$ cat src/rtl/sla_cmd_pkg.sv
package sla_cmd_pkg;
  localparam logic [7:0] OP_RESET = 8'h00;
  localparam logic [7:0] OP_RUN   = 8'h01;
  localparam logic [7:0] OP_IDENT = 8'h02;
  localparam logic [7:0] OP_META  = 8'h04;
  localparam logic [7:0] OP_DIV   = 8'h80;
  localparam logic [7:0] OP_SIZE  = 8'h81;
  localparam logic [7:0] OP_FLAGS = 8'h82;
  localparam logic [7:0] OP_TRIG  = 8'hC0;
  // signature, first byte in bits 7:0
  localparam logic [31:0] SIGNATURE = 32'h4F4C5331;
endpackage

$ cat src/rtl/sla_cmd_framer.sv
module sla_cmd_framer #(
  parameter int ARG_BYTES = 4
) (
  input  logic                   clk_i,
  input  logic                   rst_ni,
  input  logic [7:0]             byte_i,
  input  logic                   byte_valid_i,
  output logic                   short_v_o,
  output logic                   long_v_o,
  output logic [7:0]             op_o,
  output logic [ARG_BYTES*8-1:0] arg_o
);
  localparam int ARG_W = ARG_BYTES * 8;
  localparam int CNT_W = $clog2(ARG_BYTES);
  localparam logic [CNT_W-1:0] LAST = CNT_W'(ARG_BYTES - 1);

  logic             in_arg_q;
  logic [CNT_W-1:0] cnt_q;
  logic             short_v_q, long_v_q;
  logic [7:0]       op_q;
  logic [ARG_W-1:0] arg_q;

  always_ff @(posedge clk_i or negedge rst_ni) begin
    if (!rst_ni) begin
      in_arg_q  <= 1'b0;
      cnt_q     <= '0;
      short_v_q <= 1'b0;
      long_v_q  <= 1'b0;
      op_q      <= '0;
      arg_q     <= '0;
    end else begin
      short_v_q <= 1'b0;
      long_v_q  <= 1'b0;
      if (byte_valid_i) begin
        if (!in_arg_q) begin
          op_q <= byte_i;
          if (byte_i[7]) begin
            in_arg_q <= 1'b1;
            cnt_q    <= '0;
          end else begin
            short_v_q <= 1'b1;
          end
        end else begin
          arg_q <= {byte_i, arg_q[ARG_W-1:8]};  // LSB first
          if (cnt_q == LAST) begin
            in_arg_q <= 1'b0;
            long_v_q <= 1'b1;
          end else begin
            cnt_q <= cnt_q + 1'b1;
          end
        end
      end
    end
  end

  assign short_v_o = short_v_q;
  assign long_v_o  = long_v_q;
  assign op_o      = op_q;
  assign arg_o     = arg_q;

  p_long_follows_byte_r3: assert property (@(posedge clk_i) disable iff (!rst_ni)
    long_v_q |-> $past(byte_valid_i));
  p_one_kind_r7: assert property (@(posedge clk_i) disable iff (!rst_ni)
    $onehot0({short_v_q, long_v_q}));
  p_short_op_r2: assert property (@(posedge clk_i) disable iff (!rst_ni)
    short_v_q |-> !op_q[7]);
endmodule

$ cat src/rtl/sla_cfg_regs.sv
module sla_cfg_regs
  import sla_cmd_pkg::*;
#(
  parameter int NSTAGE = 4,
  parameter int DIV_W  = 24,
  parameter int FLAG_W = 16,
  parameter int WORD_W = 32
) (
  input  logic                     clk_i,
  input  logic                     rst_ni,
  input  logic                     wr_i,
  input  logic [7:0]               op_i,
  input  logic [WORD_W-1:0]        arg_i,
  output logic [DIV_W-1:0]         div_o,
  output logic [WORD_W-1:0]        size_o,
  output logic [FLAG_W-1:0]        flags_o,
  output logic [NSTAGE*WORD_W-1:0] mask_o,
  output logic [NSTAGE*WORD_W-1:0] value_o,
  output logic [NSTAGE*WORD_W-1:0] cfg_o
);
  logic [DIV_W-1:0]  div_q;
  logic [WORD_W-1:0] size_q;
  logic [FLAG_W-1:0] flags_q;

  always_ff @(posedge clk_i or negedge rst_ni) begin
    if (!rst_ni) begin
      div_q   <= '0;
      size_q  <= '0;
      flags_q <= '0;
    end else if (wr_i) begin
      if (op_i == OP_DIV)   div_q   <= arg_i[DIV_W-1:0];
      if (op_i == OP_SIZE)  size_q  <= arg_i;
      if (op_i == OP_FLAGS) flags_q <= arg_i[FLAG_W-1:0];
    end
  end

  for (genvar s = 0; s < NSTAGE; s++) begin : g_stage
    localparam logic [7:0] BASE = OP_TRIG + 8'(4 * s);
    logic [WORD_W-1:0] mask_q, value_q, cfg_q;
    always_ff @(posedge clk_i or negedge rst_ni) begin
      if (!rst_ni) begin
        mask_q  <= '0;
        value_q <= '0;
        cfg_q   <= '0;
      end else if (wr_i) begin
        if (op_i == BASE)         mask_q  <= arg_i;
        if (op_i == BASE + 8'd1)  value_q <= arg_i;
        if (op_i == BASE + 8'd2)  cfg_q   <= arg_i;
      end
    end
    assign mask_o [s*WORD_W +: WORD_W] = mask_q;
    assign value_o[s*WORD_W +: WORD_W] = value_q;
    assign cfg_o  [s*WORD_W +: WORD_W] = cfg_q;
  end

  assign div_o   = div_q;
  assign size_o  = size_q;
  assign flags_o = flags_q;

  p_div_hold_r4: assert property (@(posedge clk_i) disable iff (!rst_ni)
    !wr_i |=> $stable(div_q));
  p_size_hold_r3: assert property (@(posedge clk_i) disable iff (!rst_ni)
    !wr_i |=> $stable(size_q));
  p_flags_hold_r5: assert property (@(posedge clk_i) disable iff (!rst_ni)
    !wr_i |=> $stable(flags_q));
endmodule

$ cat src/rtl/sla_sig_tx.sv
module sla_sig_tx
  import sla_cmd_pkg::*;
#(
  parameter int SIG_BYTES = 4
) (
  input  logic       clk_i,
  input  logic       rst_ni,
  input  logic       start_i,
  input  logic       tx_ready_i,
  output logic [7:0] tx_data_o,
  output logic       tx_valid_o
);
  localparam int IDX_W = $clog2(SIG_BYTES);
  localparam logic [IDX_W-1:0] LAST = IDX_W'(SIG_BYTES - 1);

  logic             busy_q;
  logic [IDX_W-1:0] idx_q;

  always_ff @(posedge clk_i or negedge rst_ni) begin
    if (!rst_ni) begin
      busy_q <= 1'b0;
      idx_q  <= '0;
    end else if (!busy_q) begin
      if (start_i) begin
        busy_q <= 1'b1;
        idx_q  <= '0;
      end
    end else if (tx_ready_i) begin
      if (idx_q == LAST) busy_q <= 1'b0;
      else               idx_q  <= idx_q + 1'b1;
    end
  end

  assign tx_valid_o = busy_q;
  assign tx_data_o  = SIGNATURE[idx_q*8 +: 8];

  p_tx_hold_r9: assert property (@(posedge clk_i) disable iff (!rst_ni)
    (tx_valid_o && !tx_ready_i) |=> (tx_valid_o && $stable(tx_data_o)));
  p_first_byte_r9: assert property (@(posedge clk_i) disable iff (!rst_ni)
    $rose(tx_valid_o) |-> (tx_data_o == SIGNATURE[7:0]));
  p_busy_ignores_r10: assert property (@(posedge clk_i) disable iff (!rst_ni)
    (tx_valid_o && !tx_ready_i) |=> $stable(idx_q));
endmodule

$ cat src/rtl/sla_cmd_decoder.sv
module sla_cmd_decoder
  import sla_cmd_pkg::*;
#(
  parameter int NSTAGE = 4,
  parameter int DIV_W  = 24,
  parameter int FLAG_W = 16,
  parameter int WORD_W = 32
) (
  input  logic                     clk_i,
  input  logic                     rst_ni,
  input  logic [7:0]               rx_data_i,
  input  logic                     rx_valid_i,
  input  logic                     tx_ready_i,
  output logic [7:0]               tx_data_o,
  output logic                     tx_valid_o,
  output logic                     reset_pulse_o,
  output logic                     run_pulse_o,
  output logic                     meta_pulse_o,
  output logic [DIV_W-1:0]         divider_o,
  output logic [WORD_W-1:0]        capture_size_o,
  output logic [FLAG_W-1:0]        flags_o,
  output logic [NSTAGE*WORD_W-1:0] trig_mask_o,
  output logic [NSTAGE*WORD_W-1:0] trig_value_o,
  output logic [NSTAGE*WORD_W-1:0] trig_cfg_o
);
  localparam int ARG_BYTES = WORD_W / 8;

  logic              short_v, long_v;
  logic [7:0]        op;
  logic [WORD_W-1:0] arg;

  sla_cmd_framer #(.ARG_BYTES(ARG_BYTES)) u_framer (
    .clk_i, .rst_ni,
    .byte_i(rx_data_i), .byte_valid_i(rx_valid_i),
    .short_v_o(short_v), .long_v_o(long_v), .op_o(op), .arg_o(arg)
  );

  assign reset_pulse_o = short_v && (op == OP_RESET);
  assign run_pulse_o   = short_v && (op == OP_RUN);
  assign meta_pulse_o  = short_v && (op == OP_META);

  sla_cfg_regs #(.NSTAGE(NSTAGE), .DIV_W(DIV_W), .FLAG_W(FLAG_W), .WORD_W(WORD_W)) u_regs (
    .clk_i, .rst_ni,
    .wr_i(long_v), .op_i(op), .arg_i(arg),
    .div_o(divider_o), .size_o(capture_size_o), .flags_o(flags_o),
    .mask_o(trig_mask_o), .value_o(trig_value_o), .cfg_o(trig_cfg_o)
  );

  sla_sig_tx #(.SIG_BYTES(4)) u_sig (
    .clk_i, .rst_ni,
    .start_i(short_v && (op == OP_IDENT)),
    .tx_ready_i, .tx_data_o, .tx_valid_o
  );

  p_pulse_excl_r2: assert property (@(posedge clk_i) disable iff (!rst_ni)
    $onehot0({reset_pulse_o, run_pulse_o, meta_pulse_o}));
  p_pulse_single_r2: assert property (@(posedge clk_i) disable iff (!rst_ni)
    run_pulse_o |=> !run_pulse_o);
  p_no_pulse_on_long_r7: assert property (@(posedge clk_i) disable iff (!rst_ni)
    long_v |-> !(reset_pulse_o || run_pulse_o || meta_pulse_o));
endmodule

$ cat config.mk
export PLATFORM = sky130hd
export DESIGN_NAME = sla_cmd_decoder
export DESIGN_NICKNAME = d
export VERILOG_FILES = /design/src/rtl/sla_cmd_pkg.sv /design/src/rtl/sla_cmd_framer.sv /design/src/rtl/sla_cfg_regs.sv /design/src/rtl/sla_sig_tx.sv /design/src/rtl/sla_cmd_decoder.sv
export SDC_FILE = /design/constraint.sdc
export NUM_CORES = 1
export LEC_CHECK = 0
export BUFFER_PORTS_ARGS = -buffer_cell sky130_fd_sc_hd__buf_2
export CELL_PAD_IN_SITES_DETAIL_PLACEMENT = 2
export CELL_PAD_IN_SITES_GLOBAL_PLACEMENT = 2
export CORE_MARGIN = 1.5
export CORE_UTILIZATION = 30
export DETAILED_ROUTE_END_ITERATION = 12
export PLACE_DENSITY_LB_ADDON = 0.1
export SLEW_MARGIN = 10
export SYNTH_ARGS = -nofsm -noshare
export SYNTH_HDL_FRONTEND = slang
export SYNTH_SLANG_ARGS = --single-unit
$ cat constraint.sdc
create_clock -name clk_i -period 3.6 [get_ports clk_i]
set_input_delay 0.54 -clock clk_i [delete_from_list [all_inputs] [get_ports clk_i]]
set_output_delay 0.54 -clock clk_i [all_outputs]
set_load 0.01 [all_outputs]
==> flow_summary_export.csv, run 1 <==
group,metric,value,unit
critical_path,cp-start-kind,"register",
synthesis,ys_warn_count,0,
global_routing,overflow,0,
detailed_routing,wirelength,66290,um
final_layout,area_delta_synth_final,27.82,%
pwr,p_switching,4691,uW
final_layout,finish.utilization,0.3883,
pwr,p_leak,0.01380,uW
timing,rsz0062_at_grt,"no",
die,coreArea,63200,sq um
critical_path,crit_slowest_cell,"dfrtp_1",
synthesis,syn-num-nets,1172,
critical_path,critPathMaxFanout,10,
detailed_routing,drt.antenna.violating_nets,0,
synthesis,synth-xor-area-share,0,
clocking,clockRootBuffer,"clkbuf_16",
clocking,clockBufferDepth,3,
placed_design,place_congestion,0.7409,
global_routing,grt_pass1_wl,96970,um
timing,setup_tns,0,ns
clocking,clock_latency,0.61,ns
job,max_cap_viol_count,0,
pwr,peakVddDrop,0.0004157,V
critical_path,path_class,"reg2out",
final_layout,drive_gt1_frac,0.6412,
critical_path,r2r_end,"u_regs.g_stage[0].value_q[14]",
final_layout,layout_common_cells,"dfrtp_1 (504), buf_2 (477), mux2_2 (463), clkbuf_16 (59), mux2_1 (33)",
final_layout,mostFrequentLayoutCell,"dfrtp_1",
timing,maxSlewHeadroom,0.3472,
synthesis,synthDistinctLibCells,38,
placed_design,hpwl,44990,um
timing,maxSlewViolCount,0,
global_routing,grt_pass1_vias,13060,
synthesis,synth_top_family_by_area,"multiplexers",
clocking,ctsResizeCount,0,
die,start_util,0.3038,
die,die_x,256.0,um
critical_path,cp-startpoint,"u_framer.op_o[2]",
clocking,clk_pin_slew_worst_paths,0.06,ns
detailed_routing,viasPerCell,4.638,
clocking,cts_tree,"done",
timing,fin_skew,0.01400,ns
clocking,clock_sinks,504,
clocking,cts_setup_buffers,0,
global_routing,grt_max_degree,82,
critical_path,reg2reg_depth,4,
clocking,cts_made_buffers,57,
timing,worst_pin_slew,0.9793,ns
pwr,pwr-share-clk,0.402,
pwr,p_comb_frac,0.099,
placed_design,io_buffers,478,
synthesis,synth-compound-area-share,0.002346,
die,die-height,256.0,um
detailed_routing,drt_pass1_iterations,4,
global_routing,antenna_found_initial,6,
detailed_routing,drc,0,
timing,max_freq,0.3812,GHz
synthesis,ys_seq_area_frac,0.6570,
critical_path,required,3.06,ns
die,io_pins,480,
die,num_rows,92,
critical_path,crit_path_end_kind,"primary output",
status,status,"finished, final reports clean",
critical_path,cp_num_buf_inv,1,
critical_path,r2r_slack,1.07,ns
die,die-area,65520,sq um
critical_path,cp_cell_sequence,"nand2b_1, nor4bb_1, buf_2",
critical_path,arrival,2.08,ns
critical_path,cp-endpoint,"meta_pulse_o",
final_layout,fin_nets,1655,
synthesis,synth-simple-area-share,0.02164,
timing,hold_viol,0,
critical_path,regToRegStartpoint,"u_framer.op_o[5]",
pwr,power_density,626.5,nW/um^2
timing,final.min_clock_period,2.623,ns
hold_path,hp-class,"in2reg",
pwr,p_int,10680,uW
critical_path,cpPeakStageDelay,0.62,ns
pwr,p_sw_frac,0.3051,
clocking,h-tree-depth,2,
critical_path,crit_cells,3,
critical_path,crit_family,"flip-flops",
synthesis,yosys_register_bits,504,
timing,period_share,0.7287,
synthesis,yosys.area_share.adder,0.003259,
synthesis,syn_inst,1155,
timing,setup_violations,0,
detailed_routing,drtIter0Drc,397,
pwr,p_seq_frac,0.499,
synthesis,synth_area_per_cell,16.62,sq um
synthesis,netlist_area,19200,sq um
global_routing,grt_usage,0.2022,
synthesis,synth_mux_area_frac,0.2920,
final_layout,n_fill_cell,6320,
detailed_routing,wire_per_inst,26.17,um
detailed_routing,dr_total_vias,11747,
kinds of logic after synthesis:
family / Yosys count
flops: 504
fa+ha+maj: 5
other cells: 1
mux: 498
simple gates: 51
buf+inv: 89
compound gates: 7
layer usage:
layer | vias to the layer above | track usage | routed length (um)
met5 | - | 0 | 61
met4 | 10 | 0.04947 | 1403
met3 | 91 | 0.05585 | 3780
met2 | 278 | 0.3478 | 33300
met1 | 6337 | 0.2506 | 27750
li1 | 5031 | - | -
Yosys cell counts, drive strengths merged:
| master | instances | share of area |
|---|---|---|
| dfrtp | 504 | 0.66 |
| mux2 | 496 | 0.29 |
| buf | 45 | 0.015 |
| clkbuf | 40 | 0.0078 |
| nor3 | 8 | 0.0050 |
| nand2 | 7 | 0.0014 |
| nor2 | 6 | 0.0012 |
| ha | 5 | 0.0033 |
| nand4b | 5 | 0.0026 |
| inv | 4 | 0.00078 |
| nor3b | 4 | 0.0018 |
| nand2b | 3 | 0.00098 |
| nand3 | 3 | 0.00078 |
| nor2b | 3 | 0.00098 |
| o21ai | 3 | 0.00078 |
| a22o | 2 | 0.00091 |
| mux2i | 2 | 0.0010 |
| nand3b | 2 | 0.00078 |
| nor4 | 2 | 0.0022 |
| nor4b | 2 | 0.0012 |
| a21o | 1 | 0.00039 |
| a21oi | 1 | 0.00026 |
| and3 | 1 | 0.00033 |
| and4 | 1 | 0.00046 |
| and4bb | 1 | 0.00065 |
| conb | 1 | 0.00020 |
| nand4 | 1 | 0.00033 |
| nor4bb | 1 | 0.00052 |
| or3b | 1 | 0.00046 |
power by group through the flow:
stage / Sequential (uW) / Clock, uW / Combinational (uW)
2_1_floorplan: 6800 / 0 / 1130
3_3_place_gp: 7790 / 0 / 1510
3_5_place_dp: 7830 / 0 / 1550
4_1_cts: 7730 / 6390 / 1560
5_1_grt: 7840 / 6590 / 1650
6_report: 7670 / 6190 / 1520
area by class of cell:
| class | count | area, sq um | share of cell area |
|---|---|---|---|
| multi-input cells | 562 | 6157 | 0.2509 |
| flip-flops and latches | 504 | 12610 | 0.5140 |
| inverters | 4 | 15.01 | 0.0006119 |
| diodes | 1 | 2.502 | 0.0001020 |
| well taps | 846 | 1059 | 0.04314 |
| repair buffers | 509 | 2688 | 0.1095 |
| clock inverters | 19 | 249.0 | 0.01015 |
| clock buffers | 88 | 1755 | 0.07154 |
worst min path at each step:
stage	startpoint	end	slack (ns)	cells past startpoint
4_1_cts	rx_data_i[1]	u_framer.op_o[1]	0.13	2
2_1_floorplan	rst_ni	u_framer.arg_o[0]	0.24	0
3_3_place_gp	u_regs.g_stage[3].cfg_q[15]	u_regs.g_stage[3].cfg_q[15]	0.46	1
5_1_grt	rx_data_i[7]	u_framer.short_v_o	0.14	2
6_report	rx_data_i[7]	u_framer.short_v_o	0.17	2
3_5_place_dp	u_regs.g_stage[0].cfg_q[21]	u_regs.g_stage[0].cfg_q[21]	0.47	1
timing repair:
| action | CTS | global route |
|---|---|---|
| endpoints found under the hold margin | 59 | 0 |
| hold buffers | 1 | 0 |
| setup endpoints to repair | 0 | 0 |
metrics by stage:
step                cells  instance area (sq um)  power (uW)  hold slack, ns  setup slack (ns)
finish               2533                  24540       15370          0.1700            0.9768
global route         2532                  24530       16080          0.1428            0.7605
CTS                  2532                  24530       15680          0.1295            0.8968
detailed placement   2424                  22520        9384          0.4713             1.024
global placement     2424                  22520        9302          0.4634             1.088
floorplan            1155                  19200        7928          0.2444             1.650
registers in the layout, indices dropped and copies added, names as in the netlist, 2 cells and up:
name,count
u_regs.g_stage.cfg_q,128
u_regs.flags_o,16
u_framer.arg_o,32
u_regs.g_stage.mask_q,128
u_regs.g_stage.value_q,128
u_sig.idx_q,2
u_regs.div_o,24
u_framer.cnt_q,2
u_framer.op_o,8
u_regs.size_o,32
Note: power is estimated with default switching activity, not from simulation.
==> run 2: changes to the inputs <==
==> constraint.sdc (replaced) <==
create_clock -name clk_i -period 2.7 [get_ports clk_i]
set_input_delay 0.405 -clock clk_i [delete_from_list [all_inputs] [get_ports clk_i]]
set_output_delay 0.405 -clock clk_i [all_outputs]
set_load 0.01 [all_outputs]
==> flow_summary_export.csv, run 2 (same netlist as run 1, synthesis figures left out) <==
group,metric,value,unit
detailed_routing,wirelength,65610,um
final_layout,layout_common_cells,"dfrtp_1 (503), buf_2 (477), mux2_2 (463), clkbuf_16 (59), mux2_1 (33)",
timing,setup_violations,0,
detailed_routing,dr_total_vias,11797,
final_layout,n_fill_cell,6362,
final_layout,reg.largest.list,"u_regs.g_stage.cfg_q: 128 flops, u_regs.g_stage.mask_q: 128 flops, u_regs.g_stage.value_q: 128 flops",
detailed_routing,drt.antenna.violating_nets,0,
pwr,peakVddDrop,0.0004788,V
global_routing,grt_pass1_vias,13039,
pwr,p_seq_frac,0.508,
final_layout,fin_nets,1663,
critical_path,path_class,"reg2out",
pwr,p_leak,0.01380,uW
placed_design,place_congestion,0.7235,
die,die-height,256.0,um
critical_path,required,2.30,ns
final_layout,drive_gt1_frac,0.6381,
critical_path,crit_slowest_cell,"dfrtp_1",
clocking,clock_sinks,504,
final_layout,instances_no_fill,2539,
global_routing,overflow,0,
critical_path,regToRegStartpoint,"u_framer.op_o[5]",
critical_path,arrival,2.09,ns
critical_path,cpPeakStageDelay,0.54,ns
clocking,h-tree-depth,2,
die,die-area,65520,sq um
placed_design,io_buffers,478,
detailed_routing,drtIter0Drc,422,
hold_path,hold_depth,2,
die,num_rows,92,
final_layout,mostFrequentLayoutCell,"dfrtp_1",
die,die_x,256.0,um
timing,hold_viol,0,
placed_design,place_inst,2430,
timing,final.min_clock_period,2.497,ns
timing,setup_tns,0,ns
clocking,cts_tree,"done",
critical_path,reg2reg_depth,4,
pwr,p_int,13920,uW
hold_path,hp-class,"in2reg",
pwr,p_switching,6172,uW
pwr,power_density,817.0,nW/um^2
clocking,clock_latency,0.61,ns
global_routing,grt_usage,0.1998,
hold_path,min_to,"u_framer.arg_o[24]",
detailed_routing,drt_pass1_iterations,4,
pwr,p_comb_frac,0.102,
clocking,cts_made_buffers,58,
status,status,"finished, final reports clean",
timing,max_freq,0.4005,GHz
placed_design,hpwl,45260,um
detailed_routing,viasPerCell,4.646,
detailed_routing,drc,0,
hold_path,min-delay-start,"rx_data_i[0]",
timing,worst_pin_slew,0.9233,ns
critical_path,crit_path_end_kind,"primary output",
global_routing,grt_max_degree,79,
clocking,clockBufferDepth,3,
global_routing,antenna_found_initial,5,
timing,period_share,0.9248,
job,max_cap_viol_count,0,
timing,maxSlewHeadroom,0.3845,
die,start_util,0.3038,
critical_path,r2r_end,"u_regs.g_stage[0].cfg_q[11]",
critical_path,cp-start-kind,"register",
timing,maxSlewViolCount,0,
critical_path,cp_cell_sequence,"nand2b_2, nor4bb_1, buf_2",
die,coreArea,63200,sq um
clocking,clk_pin_slew_worst_paths,0.06,ns
die,io_pins,480,
clocking,cts_setup_buffers,0,
critical_path,critPathMaxFanout,10,
pwr,pwr-share-clk,0.390,
critical_path,r2r_slack,0.36,ns
global_routing,grt_pass1_wl,95850,um
timing,fin_skew,0.01097,ns
pwr,p_sw_frac,0.3071,
final_layout,area_delta_synth_final,28.14,%
timing,rsz0062_at_grt,"no",
clocking,clockRootBuffer,"clkbuf_16",
detailed_routing,wire_per_inst,25.84,um
-- run 2: final cells by class --
type / instances / area [sq um] / share of cell area
multi-input combinational: 562 / 6160 / 0.2504
antenna: 2 / 5.005 / 0.0002035
tap: 846 / 1059 / 0.04303
timing repair buffer: 516 / 2855 / 0.1161
inverter: 4 / 15.01 / 0.0006104
sequential: 504 / 12610 / 0.5128
clock buffer: 93 / 1744 / 0.07091
clock inverter: 12 / 147.6 / 0.006002
-- run 2: how the worst max path moves through the flow --
stage / from / endpoint / slack (ns) / cells after the start
5_1_grt: u_framer.op_o[3] / meta_pulse_o / 0.03 / 3
3_5_place_dp: u_framer.op_o[5] / u_regs.g_stage[0].value_q[21] / 0.37 / 4
3_3_place_gp: u_framer.op_o[5] / u_regs.g_stage[0].cfg_q[11] / 0.43 / 4
6_report: u_framer.op_o[3] / meta_pulse_o / 0.20 / 3
4_1_cts: u_framer.op_o[2] / meta_pulse_o / 0.05 / 3
2_1_floorplan: u_framer.op_o[5] / u_regs.g_stage[0].value_q[22] / 0.75 / 5
-- run 2: worst max-delay path, delay by kind of cell (launching register included) --
family | cells | cell delay (ns)
buf+inv | 1 | 0.24
flops | 1 | 0.54
simple gates | 2 | 0.70
-- run 2: power groups by stage --
stage | logic, uW | clock network, uW | registers [uW]
after floorplan | 1500 | 0 | 9070
after global placement | 2040 | 0 | 10400
after detailed placement | 2100 | 0 | 10400
after CTS | 2110 | 8140 | 10300
after global routing | 2230 | 8420 | 10400
final | 2060 | 7830 | 10200
-- run 2: per-layer routing --
| layer | GRT usage | vias to the layer above | share of wire | wire, um |
|---|---|---|---|---|
| met5 | 0 | - | 0.00093 | 61 |
| met4 | 0.05030 | 8 | 0.022 | 1454 |
| met3 | 0.05357 | 91 | 0.058 | 3805 |
| met2 | 0.3463 | 291 | 0.51 | 33420 |
| met1 | 0.2459 | 6348 | 0.41 | 26870 |
| li1 | - | 5059 | - | - |
-- run 2: what timing repair did --
action | in CTS | in global routing
hold buffers | 2 | 0
hold endpoints to repair | 37 | 0
setup endpoints to repair | 0 | 1
gates resized for setup | 0 | 2
-- run 2: stage by stage --
| stage | cell area [sq um] | hold WS, ns | total power (uW) | setup WS (ns) | util |
|---|---|---|---|---|---|
| after detailed placement | 22680 | 0.3640 | 12540 | 0.3722 | 0.3589 |
| after global placement | 22680 | 0.3605 | 12420 | 0.4344 | 0.3589 |
| after floorplan | 19200 | 0.1094 | 10570 | 0.7503 | - |
| final | 24600 | 0.05206 | 20100 | 0.2029 | 0.3892 |
| after CTS | 24590 | 0.01100 | 20560 | 0.04963 | 0.3891 |
| after global routing | 24600 | 0.03311 | 21080 | 0.02683 | 0.3892 |
==> run 3: changes to the inputs <==
--- a/config.mk
+++ b/config.mk
@@ -8,11 +8,11 @@
 export BUFFER_PORTS_ARGS = -buffer_cell sky130_fd_sc_hd__buf_2
 export CELL_PAD_IN_SITES_DETAIL_PLACEMENT = 2
 export CELL_PAD_IN_SITES_GLOBAL_PLACEMENT = 2
-export CORE_MARGIN = 1.5
 export CORE_UTILIZATION = 30
 export DETAILED_ROUTE_END_ITERATION = 12
 export PLACE_DENSITY_LB_ADDON = 0.1
 export SLEW_MARGIN = 10
 export SYNTH_ARGS = -nofsm -noshare
 export SYNTH_HDL_FRONTEND = slang
+export SYNTH_HIERARCHICAL = 1
 export SYNTH_SLANG_ARGS = --single-unit
==> flow_summary_export.csv, run 3 <==
group,metric,value,unit
final_layout,fin_area,24840,sq um
final_layout,reg.largest.list,"u_regs/g_stage.cfg_q: 128 flops, u_regs/g_stage.mask_q: 128 flops, u_regs/g_stage.value_q: 128 flops",
final_layout,layout_common_cells,"dfrtp_1 (504), buf_2 (477), mux2_2 (446), clkbuf_16 (59), buf_4 (40)",
timing,fin_skew,0.02035,ns
synthesis,synth_ff_type,"dfrtp_1",
placed_design,io_buffers,478,
final_layout,drive_gt1_frac,0.6546,
synthesis,synthDistinctLibCells,40,
clocking,cts_made_buffers,58,
global_routing,grt_pass1_wl,96400,um
timing,rsz0062_at_grt,"no",
pwr,peakVddDrop,0.0004602,V
clocking,cts_tree,"done",
pwr,p_leak,0.01407,uW
detailed_routing,drt_pass1_iterations,4,
timing,setup_tns,0,ns
detailed_routing,drtIter0Drc,411,
global_routing,grt_usage,0.2014,
global_routing,grt_pass1_vias,13045,
synthesis,synth_top_area_frac,0.6545,
die,die_x,255.5,um
synthesis,ys_top_cells_by_count,"dfrtp_1 (504), mux2_2 (446), buf_2 (36)",
detailed_routing,dr_total_vias,11896,
synthesis,async_reset_ff_frac,1.000,
detailed_routing,wire_per_inst,25.85,um
clocking,clock_latency,0.61,ns
synthesis,synth_edf_count,0,
die,num_rows,92,
timing,maxSlewHeadroom,0.3619,
final_layout,diodes,0,
placed_design,place_inst,2444,
hold_path,hp-class,"in2reg",
die,coreArea,63310,sq um
critical_path,path_class,"reg2out",
synthesis,ys_seq_area_frac,0.6545,
clocking,clockBufferDepth,3,
timing,hold_viol,0,
synthesis,syn-num-nets,1170,
global_routing,overflow,0,
synthesis,syn_inst,1153,
final_layout,instances_no_fill,2554,
detailed_routing,drt.antenna.violating_nets,0,
timing,maxSlewViolCount,0,
timing,final.min_clock_period,2.541,ns
placed_design,hpwl,45840,um
critical_path,arrival,2.14,ns
final_layout,seqCellArea,12610,sq um
synthesis,ys_warn_count,6,
die,die-area,65250,sq um
final_layout,fin_nets,1676,
global_routing,grt_max_degree,67,
timing,worst_pin_slew,0.9572,ns
detailed_routing,viasPerCell,4.658,
synthesis,synth_top_area_cell,"dfrtp_1",
final_layout,mostFrequentLayoutCell,"dfrtp_1",
synthesis,netlist_area,19270,sq um
pwr,power_density,831.6,nW/um^2
clocking,clockRootBuffer,"clkbuf_16",
critical_path,critPathMaxFanout,11,
die,die-height,255.5,um
timing,max_freq,0.3935,GHz
placed_design,placed_cell_area,22870,sq um
clocking,clk_pin_slew_worst_paths,0.06,ns
clocking,h-tree-depth,2,
detailed_routing,drc,0,
clocking,clock_sinks,504,
synthesis,synth_area_leaders,"dfrtp_1 (65%), mux2_2 (26%), mux2_4 (2.3%), mux2_1 (1.2%), buf_2 (0.93%)",
timing,fin_ws,0.1588,ns
final_layout,finish.utilization,0.3924,
global_routing,antenna_found_initial,0,
final_layout,n_fill_cell,6379,
job,max_cap_viol_count,0,
final_layout,multi_input_area,6289,sq um
status,status,"finished, final reports clean",
placed_design,place_congestion,0.7331,
detailed_routing,wirelength,66010,um
synthesis,synth.most_common_cell,"dfrtp_1",
critical_path,crit_path_end_kind,"primary output",
die,io_pins,480,
placed_design,pre_cts_ws,0.5077,ns
critical_path,required,2.30,ns
die,start_util,0.3044,
critical_path,cp-start-kind,"register",
timing,period_share,0.9412,
synthesis,yosys_register_bits,504,
final_layout,area_delta_synth_final,28.91,%
synthesis,synth_area_per_cell,16.71,sq um
timing,setup_violations,0,
## run 3: final timing paths
kind                                             start                       endpoint  slack, ns  depth (start not counted)
min in group asynchronous                       rst_ni   u_regs/g_stage[3].mask_q[19]       0.34                          2
max                                   u_framer/op_o[3]                    run_pulse_o       0.16                          3
min                                       rx_data_i[7]             u_framer/short_v_o       0.05                          2
max reg2reg                           u_framer/op_o[4]  u_regs/g_stage[3].value_q[26]       0.54                          4
min reg2reg                u_regs/g_stage[2].cfg_q[27]    u_regs/g_stage[2].cfg_q[27]       0.48                          1
max in group asynchronous                       rst_ni    u_regs/g_stage[3].mask_q[6]       1.42                          4
## run 3: cell type report
cell class / instances / area share
sequential: 504 / 0.5077
multi-input combinational: 561 / 0.2531
timing repair buffer: 529 / 0.1172
clock buffer: 98 / 0.07419
tap: 846 / 0.04261
clock inverter: 11 / 0.004382
inverter: 5 / 0.0007555
## run 3: cells by family after synthesis
kind of cell / Yosys count / share of synthesized area
and+or+nand+nor: 52 / 0.02097
other: 1 / 0.0001946
adders and majority gates: 5 / 0.003246
AOI/OAI and AO/OA: 7 / 0.002662
DFF: 504 / 0.6545
muxes: 496 / 0.2957
buffers and inverters: 88 / 0.02279
## run 3: metal layers
metal,track usage,vias up,wire [um]
li1,-,5089,-
met1,0.2388,6393,26530
met2,0.3411,327,32670
met3,0.07063,87,4914
met4,0.06204,0,1896
met5,0,-,0
## run 3: metrics by stage
step / total power [uW] / hold slack, ns
2_1_floorplan: 10860 / 0.1094
3_3_place_gp: 12890 / 0.3788
3_5_place_dp: 13000 / 0.3858
4_1_cts: 21110 / 0.006160
5_1_grt: 21620 / 0.02730
6_report: 20660 / 0.05002
## run 3: power breakdown
part	leakage, uW	switching [uW]	total (uW)	internal [uW]
Combinational	0.00616	1210	2490	1280
Sequential	0.00693	1970	10200	8250
Clock	0.000969	3160	7950	4800
## run 3: worst max-delay path, cell delays in order, from the launching register on
cell     delay (ns)
dfrtp_1        0.51
or3b_2         0.58
nor4b_2        0.26
buf_2          0.19
## run 3: timing repair
action / 4_1_cts / 5_1_grt
hold buffers: 1 / 0
setup endpoints to repair: 0 / 1
gates resized for setup: 0 / 1
hold endpoints to repair: 43 / 0
setup buffers: 0 / 0
